===== config.mk =====
export PLATFORM = sky130hd
export DESIGN_NAME = rxmb_alloc
export DESIGN_NICKNAME = d
export VERILOG_FILES = /design/src/rtl/rxmb_pkg.sv /design/src/rtl/rxmb_pick.sv /design/src/rtl/rxmb_idfmt.sv /design/src/rtl/rxmb_slot.sv /design/src/rtl/rxmb_alloc.sv
export SDC_FILE = /design/constraint.sdc
export NUM_CORES = 2
export LEC_CHECK = 0
export ABC_AREA = 1
export BUFFER_PORTS_ARGS = -buffer_cell sky130_fd_sc_hd__buf_2
export CAP_MARGIN = 30
export CELL_PAD_IN_SITES_DETAIL_PLACEMENT = 0
export CELL_PAD_IN_SITES_GLOBAL_PLACEMENT = 1
export CORE_UTILIZATION = 48
export DETAILED_ROUTE_END_ITERATION = 8
export GPL_TIMING_DRIVEN = 1
export PLACE_DENSITY = 0.82
export SETUP_SLACK_MARGIN = 0.02
export SLEW_MARGIN = 0
export SYNTH_ARGS = -nofsm -noshare
export SYNTH_HDL_FRONTEND = slang
export SYNTH_SLANG_ARGS = --single-unit
export TNS_END_PERCENT = 20

===== constraint.sdc =====
create_clock -name clk -period 4.7 [get_ports clk]
set_input_delay 0.235 -clock clk [delete_from_list [all_inputs] [get_ports clk]]
set_output_delay 0.235 -clock clk [all_outputs]
set_load 0.01 [all_outputs]

===== src/rtl/rxmb_pkg.sv =====
package rxmb_pkg;

  localparam int MB_ID_W   = 29;
  localparam int MB_DLC_W  = 4;
  localparam int MB_DATA_W = 64;
  localparam int MB_MODE_W = 3;
  localparam int MB_REG_W  = 32;

  localparam int ST_DLC_LSB = 16;
  localparam int ST_RTR_BIT = 20;
  localparam int ST_RDY_BIT = 23;
  localparam int ST_LOST_BIT = 24;
  localparam int ID_EXT_BIT = 29;
  localparam int ID_STD_LSB = 18;
  localparam int ID_STD_W   = 11;

  localparam logic [MB_MODE_W-1:0] MODE_OFF = 3'd0;
  localparam logic [MB_MODE_W-1:0] MODE_RX  = 3'd1;
  localparam logic [MB_MODE_W-1:0] MODE_OVW = 3'd2;
  localparam logic [MB_MODE_W-1:0] MODE_TX  = 3'd3;

  typedef struct packed {
    logic                 ext;
    logic                 rtr;
    logic [MB_ID_W-1:0]   id;
    logic [MB_DLC_W-1:0]  dlc;
    logic [MB_DATA_W-1:0] data;
  } rx_frame_t;

endpackage


===== src/rtl/rxmb_pick.sv =====
module rxmb_pick #(
  parameter int N = 16
) (
  input  logic [N-1:0] req,
  output logic [N-1:0] gnt,
  output logic         found
);

  // isolate the lowest set request bit
  assign gnt   = req & (~req + {{(N-1){1'b0}}, 1'b1});
  assign found = |req;

endmodule


===== src/rtl/rxmb_idfmt.sv =====
module rxmb_idfmt
  import rxmb_pkg::*;
(
  input  logic                ext,
  input  logic [MB_ID_W-1:0]  id,
  output logic [MB_REG_W-1:0] word
);

  always_comb begin
    word = '0;
    if (ext) begin
      word[ID_EXT_BIT]  = 1'b1;
      word[MB_ID_W-1:0] = id;
    end else begin
      word[ID_STD_LSB +: ID_STD_W] = id[ID_STD_W-1:0];
    end
  end

endmodule


===== src/rtl/rxmb_slot.sv =====
module rxmb_slot
  import rxmb_pkg::*;
(
  input  logic      clk,
  input  logic      rst_n,
  input  logic      wr,
  input  logic      clr,
  input  rx_frame_t frm,
  output logic      full_q,
  output logic      lost_q,
  output rx_frame_t frm_q
);

  always_ff @(posedge clk) begin
    if (!rst_n) begin
      full_q <= 1'b0;
      lost_q <= 1'b0;
      frm_q  <= '0;
    end else if (wr) begin
      // a store wins over a re-arm aimed at the same slot
      frm_q  <= frm;
      full_q <= 1'b1;
      lost_q <= lost_q | full_q;
    end else if (clr) begin
      full_q <= 1'b0;
      lost_q <= 1'b0;
    end
  end

  AST_CLR_EMPTIES: assert property (@(posedge clk) disable iff (!rst_n)
    (clr && !wr) |=> (!full_q && !lost_q));

  AST_WR_FILLS: assert property (@(posedge clk) disable iff (!rst_n)
    wr |=> full_q);

endmodule


===== src/rtl/rxmb_alloc.sv =====
module rxmb_alloc
  import rxmb_pkg::*;
#(
  parameter int NUM_MB = 16,
  localparam int IDX_W = $clog2(NUM_MB)
) (
  input  logic                        clk,
  input  logic                        rst_n,
  input  logic                        frm_valid,
  output logic                        frm_ready,
  input  logic                        frm_ext,
  input  logic                        frm_rtr,
  input  logic [MB_ID_W-1:0]          frm_id,
  input  logic [MB_DLC_W-1:0]         frm_dlc,
  input  logic [MB_DATA_W-1:0]        frm_data,
  input  logic [NUM_MB*MB_MODE_W-1:0] mode_cfg,
  input  logic                        rearm_we,
  input  logic [NUM_MB-1:0]           rearm_mask,
  input  logic [IDX_W-1:0]            rd_sel,
  output logic [MB_REG_W-1:0]         rd_id,
  output logic [MB_REG_W-1:0]         rd_status,
  output logic [MB_DATA_W-1:0]        rd_data,
  output logic [NUM_MB-1:0]           mb_full
);

  logic              rdy_q;
  logic              accept;
  rx_frame_t         in_frm;
  logic [NUM_MB-1:0] is_rx, is_ovw;
  logic [NUM_MB-1:0] free_req, ovw_req;
  logic [NUM_MB-1:0] gnt_free, gnt_ovw;
  logic              found_free, found_ovw;
  logic [NUM_MB-1:0] wr_vec, clr_vec;
  logic [NUM_MB-1:0] lost_vec;
  rx_frame_t         slot_frm [NUM_MB];
  rx_frame_t         sel_frm;

  always_ff @(posedge clk) begin
    if (!rst_n) rdy_q <= 1'b0;
    else        rdy_q <= 1'b1;
  end

  assign frm_ready = rdy_q;
  assign accept    = frm_valid && rdy_q;

  assign in_frm.ext  = frm_ext;
  assign in_frm.rtr  = frm_rtr;
  assign in_frm.id   = frm_id;
  assign in_frm.dlc  = frm_dlc;
  assign in_frm.data = frm_data;

  for (genvar i = 0; i < NUM_MB; i++) begin : g_mb
    logic [MB_MODE_W-1:0] mode_i;
    assign mode_i      = mode_cfg[i*MB_MODE_W +: MB_MODE_W];
    assign is_rx[i]    = (mode_i == MODE_RX);
    assign is_ovw[i]   = (mode_i == MODE_OVW);
    assign free_req[i] = (is_rx[i] || is_ovw[i]) && !mb_full[i];
    assign ovw_req[i]  = is_ovw[i] && mb_full[i];

    rxmb_slot i_slot (
      .clk    (clk),
      .rst_n  (rst_n),
      .wr     (wr_vec[i]),
      .clr    (clr_vec[i]),
      .frm    (in_frm),
      .full_q (mb_full[i]),
      .lost_q (lost_vec[i]),
      .frm_q  (slot_frm[i])
    );

    AST_LOCKED_HOLDS: assert property (@(posedge clk) disable iff (!rst_n)
      (mb_full[i] && !is_ovw[i]) |=> $stable(slot_frm[i]));

    AST_LOST_NEEDS_OVW: assert property (@(posedge clk) disable iff (!rst_n)
      $rose(lost_vec[i]) |-> ($past(mb_full[i]) && $past(is_ovw[i])));

    AST_SKIP_OTHER_MODES: assert property (@(posedge clk) disable iff (!rst_n)
      wr_vec[i] |-> (is_rx[i] || is_ovw[i]));
  end

  rxmb_pick #(.N(NUM_MB)) i_pick_free (
    .req   (free_req),
    .gnt   (gnt_free),
    .found (found_free)
  );

  rxmb_pick #(.N(NUM_MB)) i_pick_ovw (
    .req   (ovw_req),
    .gnt   (gnt_ovw),
    .found (found_ovw)
  );

  always_comb begin
    wr_vec = '0;
    if (accept) begin
      if (found_free)     wr_vec = gnt_free;
      else if (found_ovw) wr_vec = gnt_ovw;
    end
  end

  assign clr_vec = rearm_we ? rearm_mask : '0;

  // read-out port
  assign sel_frm = slot_frm[rd_sel];
  assign rd_data = sel_frm.data;

  rxmb_idfmt i_idfmt (
    .ext  (sel_frm.ext),
    .id   (sel_frm.id),
    .word (rd_id)
  );

  always_comb begin
    rd_status = '0;
    rd_status[ST_DLC_LSB +: MB_DLC_W] = sel_frm.dlc;
    rd_status[ST_RTR_BIT]  = sel_frm.rtr;
    rd_status[ST_RDY_BIT]  = mb_full[rd_sel];
    rd_status[ST_LOST_BIT] = lost_vec[rd_sel];
  end

  AST_ONE_TARGET: assert property (@(posedge clk) disable iff (!rst_n)
    $onehot0(wr_vec));

  AST_FULL_ONLY_IF_NONE_FREE: assert property (@(posedge clk) disable iff (!rst_n)
    (accept && |(wr_vec & mb_full)) |-> !found_free);

  AST_DROP_NO_CHANGE: assert property (@(posedge clk) disable iff (!rst_n)
    (accept && !found_free && !found_ovw && !rearm_we) |=> ($stable(mb_full) && $stable(lost_vec)));

  AST_READY_STAYS: assert property (@(posedge clk) disable iff (!rst_n)
    frm_ready |=> frm_ready);

endmodule


==> load_flow_metrics.sql <==
INSERT INTO impl_metrics (metric_group, metric, value, unit) VALUES
('status', 'outcome', 'finished clean', ''),
('critical_path', 'r2r_startpoint', 'g_mb[9].i_slot.full_q', ''),
('route', 'finalWirelength', '270', 'mm'),
('synth', 'synth-seq-cells', '1617', ''),
('min_path', 'hold-path-cell-count', '4', ''),
('clocking', 'clk_latency', '820', 'ps'),
('synth', 'syn_area_per_cell', '6.31', 'um^2'),
('flow_run', 'cap_violations', '0', ''),
('die', 'die_w', '411', 'um'),
('clocking', 'cts.path.max_buffers', '3', ''),
('route', 'dr.first_iter.drc_count', '7324', ''),
('sta', 'worst_setup_skew_after_layout', '19.7', 'ps'),
('clocking', 'cts_buffers', '181', ''),
('sta', 'timing.final.setup_violations', '0', ''),
('critical_path', 'reg2reg_slack', '700', 'ps'),
('clocking', 'cts_htree_levels', '4', ''),
('synth', 'postSynth.asyncResetShare', '0', '%'),
('die', 'initial_utilization', '48.5', '%'),
('critical_path', 'crit_path_start_kind', 'register', ''),
('route', 'top_signal_layer_used', 'met5', ''),
('route', 'num_vias', '78200', ''),
('critical_path', 'setup.worst_path.class', 'reg2reg', ''),
('placement', 'dp_hpwl', '150', 'mm'),
('power', 'static_leakage', '0.0417', 'uW'),
('clocking', 'clk_pin_slew_worst_paths', '60', 'ps'),
('sta', 'setup_total_negative_slack', '0', 'ps'),
('final_layout', 'final.fill_count', '16500', ''),
('synth', 'post_synthesis_instance_total', '12800', ''),
('grt', 'largest_net_degree_at_the_start_of_global_routing', '203', ''),
('grt', 'first_global_vias', '70000', ''),
('critical_path', 'worst-path-max-fanout', '80', ''),
('route', 'drt-pass1-iter-count', '7', ''),
('grt', 'grt_first_pass_wirelength', '415', 'mm'),
('clocking', 'clk_root_buf', 'clkbuf_16', ''),
('sta', 'timing.final.max_slew_violations', '0', ''),
('sta', 'period_minus_slack', '4000', 'ps'),
('sta', 'worst_slew_pin_slew', '1070', 'ps'),
('grt', 'number_of_antenna_violations_at_the_first_check_in_global_routing', '10', ''),
('grt', 'globalRouteTotalUtil', '30.9', '%'),
('die', 'io-pin-count', '316', ''),
('sta', 'timing.fmax', '0.250', 'GHz'),
('power', 'power_density', '358', 'nW/um^2'),
('route', 'drt_drc_violations_left', '0', ''),
('final_layout', 'syn2layout_area_growth', '10.1', '%'),
('route', 'post_drt_via_cell_ratio', '5.31', ''),
('synth', 'prevailing_post_synth_register_cell', 'dfxtp_1', ''),
('critical_path', 'timing.critical_path.required', '5410', 'ps'),
('critical_path', 'critical_path.endpoint_type', 'register', ''),
('synth', 'netlist-cell-type-count', '31', ''),
('grt', 'grt-ovfl-total', '0', ''),
('die', 'coreArea', '166000', 'um^2'),
('route', 'met3_length', '21.8', 'mm'),
('final_layout', 'finalCoreUtilization', '53.5', '%'),
('route', 'wl_per_cell', '18.3', 'um'),
('route', 'wirelength_met1', '121', 'mm'),
('min_path', 'worst_hold_path.endpoint', 'g_mb[11].i_slot.lost_q', ''),
('critical_path', 'regToRegEndpoint', 'g_mb[9].i_slot.frm_q[78]', ''),
('die', 'fp.dieH', '411', 'um'),
('critical_path', 'reg2regPathDepth', '13', ''),
('sta', 'finalHoldViolCount', '0', ''),
('power', 'report.power.total', '31700', 'uW'),
('die', 'fp-row-count', '149', ''),
('route', 'met2_wirelength', '121', 'mm'),
('critical_path', 'critPathArrivalTime', '4710', 'ps'),
('synth', 'ys_seq_area_share', '40.2', '%'),
('clocking', 'clkSinkCount', '1617', ''),
('route', 'final_antenna_net_count', '0', ''),
('die', 'floorplan.die_area', '169000', 'um^2'),
('placement', 'buffer_ports.inserted', '288', ''),
('synth', 'yosys_warnings', '0', ''),
('synth', 'synth-edff-count', '0', ''),
('final_layout', 'nets', '12600', ''),
('placement', 'gp_congestion', '0.870', ''),
('min_path', 'worst_hold_path_type', 'in2reg', ''),
('sta', 'grt_setup_unrepaired', 'no', ''),
('final_layout', 'final_layout_size_suffix_gt1_share', '5.88', '%'),
('sta', 'final_clock_period_utilization_by_the_worst_path', '85.1', '%'),
('clocking', 'tritoncts', 'yes', ''),
('power', 'vdd_drop_max', '0.404', 'mV'),
('sta', 'relSlewSlack', '28.8', '%'),
('synth', 'syn-cell-area', '80500', 'um^2'),
('min_path', 'hold_path.startpoint', 'rearm_we', '');
[how the worst max path moves through the flow]
stage                                startpoint                   endpoint  slack [ps]  cells after the start
after CTS                 g_mb[9].i_slot.full_q   g_mb[9].i_slot.frm_q[78]         840                     13
after global routing      g_mb[9].i_slot.full_q   g_mb[9].i_slot.frm_q[78]         610                     13
final                     g_mb[9].i_slot.full_q   g_mb[9].i_slot.frm_q[78]         700                     13
after detailed placement            mode_cfg[2]  g_mb[14].i_slot.frm_q[35]        1060                     14
after global placement              mode_cfg[2]  g_mb[14].i_slot.frm_q[46]        1200                     14
after floorplan                       rd_sel[0]                rd_data[10]        2720                      8
[cell families (layout without fill, tap and decap cells)]
kind of cell	after synthesis	count (layout)	share of synthesized area, %
AND/OR/NAND/NOR	6578	6578	32.0
buffers and inverters	2286	2051	12.1
AO/OA/AOI/OAI	2167	2167	14.4
flip-flops	1617	1617	40.2
multiplexers	103	103	1.28
other	1	30	0.00466
[registers in the layout (all words and copies together), names as in the netlist]
name	cells
g_mb.i_slot.frm_q	1584
frm_ready	1
g_mb.i_slot.lost_q	16
g_mb.i_slot.full_q	16
[report_power, final]
part / internal (uW) / switching, uW
clock network: 8420 / 5830
logic: 924 / 2420
registers: 14000 / 106
total: 23300 / 8360
[cell usage in the layout (no fill, tap or decap), types with 7 or more instances in the layout]
cell type,synthesis,final
dlygate4sd3_1,0,118
buf_4,240,72
nand4_1,121,121
nand3_1,480,472
buf_2,203,284
nand2_1,2868,2864
a21oi_1,1037,1037
o22ai_1,42,42
inv_1,1183,1180
nand2_2,9,7
buf_12,0,63
o221ai_1,63,63
conb_1,1,27
nand3b_1,7,7
clkbuf_1,508,49
dfxtp_1,1617,1617
nand3_4,0,9
nor2_1,3078,3078
mux2i_1,103,103
o211ai_1,179,179
clkinv_2,0,22
clkbuf_16,0,189
o21ai_0,843,843
clkbuf_8,0,50
[synth_stat cells, types with 7 or more instances]
cell      instances  area share [%]
a21oi_1        1037             6.5
buf_1           141            0.66
buf_2           203             1.3
buf_4           240             2.2
clkbuf_1        508             2.4
dfxtp_1        1617              40
inv_1          1183             5.5
inv_2             7           0.033
mux2i_1         103             1.3
nand2_1        2868              13
nand2_2           9           0.070
nand3_1         480             3.0
nand3b_1          7           0.065
nand4_1         121            0.94
nor2_1         3078              14
o211ai_1        179             1.7
o21ai_0         843             5.2
o221ai_1         63            0.69
o22ai_1          42            0.33
[repair_timing]
item | 4_1_cts | 5_1_grt
buffers inserted | 0 | 0
hold endpoints to repair | 1321 | 0
resized for setup | 0 | 0
hold buffers | 118 | 0
[critical path, cell delays in order, from the launching register on]
cell	delay (ps)
dfxtp_1	560
inv_1	110
nand2_1	280
nand2_1	160
nor2_2	190
nand2_2	110
nor2_4	480
nand2_1	200
nand3_4	510
buf_12	460
nand2_1	90
nand2_1	70
nor2_1	50
dlygate4sd3_1	550
[per-stage QoR]
stage / setup slack (ps) / instance area [um^2] / std cells / hold slack, ps
after CTS: 837 / 88600 / 14700 / 45.1
after detailed placement: 1060 / 81500 / 14300 / 457
after global routing: 611 / 88600 / 14700 / 114
after floorplan: 2720 / 80600 / 12800 / 263
after global placement: 1200 / 81500 / 14300 / 448
final: 700 / 88600 / 14700 / 127
[metal layers]
| metal | track usage, % | vias to the layer above |
|---|---|---|
| li1 | - | 39000 |
| met2 | 49.8 | 2696 |
| met4 | 8.18 | 4 |
| met5 | 0 | - |
| met1 | 42.2 | 36200 |
| met3 | 5.74 | 372 |
[cell type report]
class / count / area, um^2 / area share, %
Antenna cell: 3 / 7.51 / 0.00847
Inverter: 1191 / 4500 / 5.08
Sequential cell: 1617 / 32400 / 36.5
Clock inverter: 30 / 308 / 0.347
Tap cell: 2189 / 2740 / 3.09
Multi-Input combinational cell: 8875 / 38600 / 43.6
Timing Repair Buffer: 542 / 4470 / 5.05
Clock buffer: 288 / 5600 / 6.32
Power figures use the tool's default switching activity.
